## src/rtl/serial_chan_pkg.sv

```systemverilog
package serial_chan_pkg;
  localparam int DATA_W = 8;

  typedef struct packed {
    logic par_odd;
    logic par_en;
    logic chr7;
    logic sync;
  } mode_t;

  function automatic logic par_bit(input logic [DATA_W-1:0] d, input logic chr7,
                                   input logic odd);
    logic p;
    p = chr7 ? ^d[DATA_W-2:0] : ^d;
    return p ^ odd;
  endfunction
endpackage

```

## src/rtl/serial_chan_sync.sv

```systemverilog
module serial_chan_sync #(
  parameter int W       = 2,
  parameter int STAGES  = 2,
  parameter logic [W-1:0] RST_VAL = '1
) (
  input  logic         clk,
  input  logic         rst_n,
  input  logic [W-1:0] d,
  output logic [W-1:0] q
);
  logic [STAGES-1:0][W-1:0] pipe;

  always_ff @(posedge clk or negedge rst_n) begin
    if (!rst_n) pipe <= {STAGES{RST_VAL}};
    else begin
      pipe[0] <= d;
      for (int s = 1; s < STAGES; s++) pipe[s] <= pipe[s-1];
    end
  end

  assign q = pipe[STAGES-1];
endmodule

```

## src/rtl/serial_chan_tx.sv

```systemverilog
module serial_chan_tx
  import serial_chan_pkg::*;
#(
  parameter int OSR = 16
) (
  input  logic              clk,
  input  logic              rst_n,
  input  logic              tick,
  input  mode_t             mode,
  input  logic              in_valid,
  output logic              in_ready,
  input  logic [DATA_W-1:0] in_data,
  output logic              txd,
  output logic              sclk
);
  localparam int CNT_W   = $clog2(OSR);
  localparam int FRAME_W = DATA_W + 3;
  localparam int LEN_W   = $clog2(FRAME_W + 1);

  logic               busy, snc, load;
  logic [FRAME_W-1:0] frame, fr_next;
  logic [LEN_W-1:0]   left, len_next, nbits;
  logic [CNT_W-1:0]   tcnt;

  assign in_ready = !busy;
  assign load     = in_valid && !busy;

  // Build the whole frame at load time; stop and trailing bits default to 1.
  always_comb begin
    fr_next  = '1;
    nbits    = mode.chr7 ? LEN_W'(DATA_W - 1) : LEN_W'(DATA_W);
    len_next = LEN_W'(DATA_W);
    if (mode.sync) begin
      fr_next[DATA_W-1:0] = in_data;
    end else begin
      fr_next[0]        = 1'b0;
      fr_next[DATA_W:1] = in_data;
      if (mode.chr7) fr_next[DATA_W] = 1'b1;
      if (mode.par_en)
        fr_next[nbits + LEN_W'(1)] = par_bit(in_data, mode.chr7, mode.par_odd);
      len_next = nbits + LEN_W'(2) + LEN_W'(mode.par_en);
    end
  end

  always_ff @(posedge clk or negedge rst_n) begin
    if (!rst_n) begin
      busy  <= 1'b0;
      snc   <= 1'b0;
      frame <= '1;
      left  <= '0;
      tcnt  <= '0;
    end else if (load) begin
      busy  <= 1'b1;
      snc   <= mode.sync;
      frame <= fr_next;
      left  <= len_next;
      tcnt  <= '0;
    end else if (busy && tick) begin
      if (tcnt == CNT_W'(OSR - 1)) begin
        tcnt  <= '0;
        frame <= {1'b1, frame[FRAME_W-1:1]};
        left  <= left - LEN_W'(1);
        if (left == LEN_W'(1)) busy <= 1'b0;
      end else begin
        tcnt <= tcnt + CNT_W'(1);
      end
    end
  end

  assign txd  = busy ? frame[0] : 1'b1;
  assign sclk = !(busy && snc) || (tcnt >= CNT_W'(OSR / 2));
endmodule

```

## src/rtl/serial_chan_rx.sv

```systemverilog
module serial_chan_rx
  import serial_chan_pkg::*;
#(
  parameter int OSR = 16
) (
  input  logic              clk,
  input  logic              rst_n,
  input  logic              tick,
  input  mode_t             mode,
  input  logic              mode_wr,
  input  logic              rxd,
  input  logic              sclk,
  output logic              out_valid,
  input  logic              out_ready,
  output logic [DATA_W-1:0] out_data,
  output logic              perr_set,
  output logic              ferr_set
);
  localparam int CNT_W = $clog2(OSR);

  typedef enum logic [1:0] {R_IDLE, R_START, R_BITS} rx_st_e;

  rx_st_e            st;
  logic [CNT_W-1:0]  tcnt;
  logic [3:0]        idx, nb;
  mode_t             am;
  logic [DATA_W-1:0] sh, ssh;
  logic [2:0]        sidx;
  logic              pbit, sclk_d;

  assign nb = am.chr7 ? 4'd7 : 4'd8;

  always_ff @(posedge clk or negedge rst_n) begin
    if (!rst_n) begin
      st        <= R_IDLE;
      tcnt      <= '0;
      idx       <= '0;
      am        <= '0;
      sh        <= '0;
      ssh       <= '0;
      sidx      <= '0;
      pbit      <= 1'b0;
      sclk_d    <= 1'b1;
      out_valid <= 1'b0;
      out_data  <= '0;
      perr_set  <= 1'b0;
      ferr_set  <= 1'b0;
    end else begin
      perr_set <= 1'b0;
      ferr_set <= 1'b0;
      sclk_d   <= sclk;
      if (out_valid && out_ready) out_valid <= 1'b0;
      if (mode_wr) begin
        st   <= R_IDLE;
        sidx <= '0;
      end else begin
        // asynchronous receive
        case (st)
          R_IDLE: if (tick && !mode.sync && !rxd) begin
            st   <= R_START;
            tcnt <= '0;
          end
          R_START: if (tick) begin
            if (rxd) st <= R_IDLE;
            else if (tcnt == CNT_W'(OSR / 2 - 2)) begin
              st   <= R_BITS;
              tcnt <= '0;
              idx  <= '0;
              am   <= mode;
              sh   <= '0;
            end else tcnt <= tcnt + CNT_W'(1);
          end
          R_BITS: if (tick) begin
            if (tcnt != CNT_W'(OSR - 1)) tcnt <= tcnt + CNT_W'(1);
            else begin
              tcnt <= '0;
              idx  <= idx + 4'd1;
              if (idx < nb) sh[idx[2:0]] <= rxd;
              else if (am.par_en && idx == nb) pbit <= rxd;
              else begin
                st       <= R_IDLE;
                ferr_set <= !rxd;
                perr_set <= am.par_en && (pbit != par_bit(sh, am.chr7, am.par_odd));
                if (!out_valid) begin
                  out_valid <= 1'b1;
                  out_data  <= am.chr7 ? {1'b0, sh[DATA_W-2:0]} : sh;
                end
              end
            end
          end
          default: st <= R_IDLE;
        endcase
        // synchronous receive
        if (mode.sync && sclk && !sclk_d) begin
          ssh[sidx] <= rxd;
          sidx      <= sidx + 3'd1;
          if (sidx == 3'd7 && !out_valid) begin
            out_valid <= 1'b1;
            out_data  <= {rxd, ssh[DATA_W-2:0]};
          end
        end
      end
    end
  end
endmodule

```

## src/rtl/serial_chan.sv

```systemverilog
module serial_chan
  import serial_chan_pkg::*;
#(
  parameter int OSR         = 16,
  parameter int SYNC_STAGES = 2
) (
  input  logic        clk,
  input  logic        rst_n,
  input  logic        baud_tick,
  input  logic        cfg_we,
  input  logic [3:0]  cfg_wdata,
  output logic [3:0]  mode_q,
  input  logic        flag_we,
  input  logic [1:0]  flag_wdata,
  output logic        parity_err,
  output logic        frame_err,
  input  logic        tx_valid,
  output logic        tx_ready,
  input  logic [7:0]  tx_data,
  output logic        rx_valid,
  input  logic        rx_ready,
  output logic [7:0]  rx_data,
  output logic        txd,
  output logic        sclk_out,
  input  logic        rxd,
  input  logic        sclk_in
);
  mode_t mode;
  logic  perr_set, ferr_set, rxd_s, sclk_s;

  always_ff @(posedge clk or negedge rst_n) begin
    if (!rst_n) mode <= '0;
    else if (cfg_we) mode <= mode_t'(cfg_wdata);
  end
  assign mode_q = mode;

  always_ff @(posedge clk or negedge rst_n) begin
    if (!rst_n) begin
      parity_err <= 1'b0;
      frame_err  <= 1'b0;
    end else begin
      if (perr_set) parity_err <= 1'b1;
      else if (flag_we && !flag_wdata[0]) parity_err <= 1'b0;
      if (ferr_set) frame_err <= 1'b1;
      else if (flag_we && !flag_wdata[1]) frame_err <= 1'b0;
    end
  end

  serial_chan_sync #(.W(2), .STAGES(SYNC_STAGES), .RST_VAL(2'b11)) u_sync (
    .clk(clk), .rst_n(rst_n), .d({sclk_in, rxd}), .q({sclk_s, rxd_s})
  );

  serial_chan_tx #(.OSR(OSR)) u_tx (
    .clk(clk), .rst_n(rst_n), .tick(baud_tick), .mode(mode),
    .in_valid(tx_valid), .in_ready(tx_ready), .in_data(tx_data),
    .txd(txd), .sclk(sclk_out)
  );

  serial_chan_rx #(.OSR(OSR)) u_rx (
    .clk(clk), .rst_n(rst_n), .tick(baud_tick), .mode(mode), .mode_wr(cfg_we),
    .rxd(rxd_s), .sclk(sclk_s), .out_valid(rx_valid), .out_ready(rx_ready),
    .out_data(rx_data), .perr_set(perr_set), .ferr_set(ferr_set)
  );
endmodule

```

## config.mk

```make
export PLATFORM = sky130hd
export DESIGN_NAME = serial_chan
export DESIGN_NICKNAME = d
export VERILOG_FILES = /design/src/rtl/serial_chan_pkg.sv /design/src/rtl/serial_chan_sync.sv /design/src/rtl/serial_chan_tx.sv /design/src/rtl/serial_chan_rx.sv /design/src/rtl/serial_chan.sv
export SDC_FILE = /design/constraint.sdc
export NUM_CORES = 1
export LEC_CHECK = 0
export BUFFER_PORTS_ARGS = -buffer_cell sky130_fd_sc_hd__clkbuf_2
export CORE_ASPECT_RATIO = 0.5
export CORE_UTILIZATION = 55
export CTS_CLUSTER_SIZE = 10
export DETAILED_ROUTE_END_ITERATION = 12
export PLACE_DENSITY = 0.75
export SYNTH_ARGS = -nofsm -noshare
export SYNTH_HDL_FRONTEND = slang
export SYNTH_SLANG_ARGS = --single-unit
```

## constraint.sdc

```tcl
create_clock -name clk -period 5.7 [get_ports clk]
set_clock_uncertainty 0.15 [all_clocks]
set_input_delay 0.57 -clock clk [delete_from_list [all_inputs] [get_ports clk]]
set_output_delay 0.57 -clock clk [all_outputs]
set_load 0.02 [all_outputs]
```

==> impl_metrics.json <==
{
  "synth_edf_count": 0,
  "cts.sinks": 74,
  "area_growth_pct": 12.55,
  "drc_errors": 0,
  "fin_crit_ps": 2870,
  "final_util_pct": 66.34,
  "period_share_pct": 50.36,
  "swShare_pct": 28.96,
  "fillCellCount": 518,
  "power_per_cell_area_nw_per_um2": 326.8,
  "dp_hpwl_mm": 6.049,
  "path_class": "register to register",
  "grt-ovfl-total": 0,
  "avgRoutedWirePerCell_um": 15.94,
  "layout_commonest_cell": "dfrtp_1",
  "synth_warnings": 0,
  "ys_seq_area_share_pct": 45.75,
  "rsz0062_at_grt": "no",
  "die-area_um2": 7804,
  "seq_power_share_pct": 46.1,
  "syn_nets": 465,
  "leakage_nw": 2.040,
  "drt_iter0_markers": 241,
  "hold_path.class": "primary input to register",
  "die_w_um": 123.9,
  "grt_pass1_wl_mm": 15.07,
  "setup_tns_ps": 0,
  "n_antenna_cell": 0,
  "cts_buffer_depth": 2,
  "layout_common_cells": "59 x dfrtp_1, 49 x nand2_1, 39 x clkbuf_2, 26 x nor2_1, 24 x o21ai_0",
  "antenna_found_initial": 0,
  "path_clk_slew_ps": 60,
  "initial_core_util_pct": 58.95,
  "yosysTopAreaCell": "dfrtp_1",
  "avgViaCountPerCell": 6.007,
  "holdWs_ps": 176.0,
  "p_clk_share_pct": 34.1,
  "tightest_slew_ps": 981.8,
  "pwr-share-comb_pct": 19.8,
  "post_cts_resized": 0,
  "grt_max_degree": 75,
  "synthCells": 422,
  "drtPass1Iterations": 5,
  "clock_latency_ps": 320,
  "crit_required_ps": 5760,
  "setup_ws_ps": 2830,
  "p_sw_w": 0.0004355,
  "post_cts_buffers": 0,
  "synthesis.area_um2": 4089,
  "place_worst_setup_slack_ps": 2855,
  "rows": 21,
  "portBuffers": 40,
  "grt.total_usage_pct": 24.68,
  "ioPinCount": 41,
  "drv_slew": 0,
  "hold_buffers": 0,
  "timing.fmax_mhz": 348.4,
  "ys_ff_latch": 74,
  "synth_ff_type": "dfrtp_1",
  "worst_setup_path_end_kind": "register",
  "grt_pass1_vias": 3245,
  "ir_drop_mv": 0.2202,
  "critical_path_arrival_ps": 2930,
  "synth_top_area_share_pct": 36.11,
  "die-height_um": 62.97,
  "ys_top_cells_by_area": "dfrtp_1 36%, dfstp_2 9.6%, ha_1 6.1%",
  "synth_area_per_cell_um2": 9.689,
  "async_flop_share_pct": 100.0,
  "cts_max_level": 3,
  "root_buffer": "clkbuf_16",
  "cts_tree": "yes",
  "startpoint_type": "register",
  "vias": 3304,
  "crit_fanout": 17,
  "setup_viol": 0,
  "drv_cap": 0,
  "finalHoldViolCount": 0,
  "slew_headroom_pct": 34.41,
  "drt-total-wl_mm": 8.768,
  "synth.distinct_cells": 52,
  "cts_inserted_buffers": 9,
  "outcome": "finished, final reports clean",
  "internal-power_w": 0.001068,
  "gp_congestion": 0.8357,
  "total_power_w": 0.001504,
  "nets": 496,
  "ant_nets": 0,
  "layout-drive-gt1-share_pct": 19.00,
  "core_area_um2": 6937
}
-- metal layers --
layer / vias up / wire length, µm / track usage (%)
li1: 1582 / - / -
met1: 1613 / 4157 / 33.37
met2: 101 / 4116 / 40.14
met3: 8 / 415 / 5.292
met4: 0 / 78 / 6.548
met5: - / 0 / 0
-- final cells by class --
class	count	area (µm²)	area share, %
multi-input cells	308	2066	44.89
flip-flops and latches	74	1871	40.65
clock buffers	16	271.5	5.900
repair buffers	41	207.7	4.513
well taps	92	115.1	2.501
inverters	19	71.32	1.550
-- cells in the mapped netlist (6+ instances only) --
cell	number
nor3_1	10
xnor2_1	16
dfstp_2	15
o21ai_0	24
nor2b_1	13
o41ai_1	8
o31ai_1	7
clkbuf_1	17
xor2_1	6
a21o_1	6
nand2b_1	6
a211oi_1	9
nor2_1	26
inv_1	19
nand3b_1	8
nand3_1	11
mux2_2	9
a31oi_1	10
a21oi_1	14
dfrtp_1	59
ha_1	20
nand2_1	49
-- power groups by stage --
stage	Clock (W)	Combinational [W]	Sequential, W
5_1_grt	0.000550	0.000334	0.000706
3_5_place_dp	0	0.000296	0.000700
2_1_floorplan	0	0.000208	0.000692
3_3_place_gp	0	0.000279	0.000695
6_report	0.000513	0.000297	0.000694
4_1_cts	0.000524	0.000297	0.000692
-- worst max-delay path, cell delays in order (launching register included) --
cell and delay, ps:
dfrtp_1 400, inv_1 140, ha_1 560, inv_1 360
or4_1 650, nor2b_1 150, mux2_2 350
-- stage by stage --
step | area, µm² | cells
floorplan | 4089 | 422
global placement | 4330 | 534
finish | 4602 | 550
global route | 4602 | 550
detailed placement | 4330 | 534
CTS | 4602 | 550
-- worst paths after layout --
kind	startpoint	end	slack, ps	depth (start not counted)
min in group asynchronous	rst_n	u_rx.out_valid	330	2
max in group asynchronous	rst_n	u_rx.idx[1]	4490	2
setup reg to reg	u_rx.st[0]	u_rx.pbit	2830	6
setup / recovery	u_rx.st[0]	u_rx.pbit	2830	6
hold / removal	rxd	u_sync.pipe[0]	180	1
hold reg to reg	u_sync.pipe[1]	u_sync.q[1]	210	0
-- cell families after synthesis --
kind of cell	Yosys count	synth area share, %
adder cells (fa/ha/maj)	20	6.120
multiplexers	15	4.039
AND/OR/NAND/NOR	150	18.61
buffers and inverters	40	3.733
AO/OA/AOI/OAI	101	17.04
XOR/XNOR	22	4.712
flip-flops	74	45.75
-- state kept, by name, summed over array words and instances (netlist names), 2 cells and up --
register       flops
u_rx.st            2
u_sync.q           2
u_sync.pipe        2
u_tx.tcnt          4
u_tx.left          4
u_rx.ssh           7
u_rx.sidx          3
u_rx.tcnt          4
u_rx.sh            8
mode_q             4
u_rx.am            3
u_rx.idx           4
u_tx.frame        10
u_rx.out_data      8
Note: power is estimated with default switching activity, not from simulation.
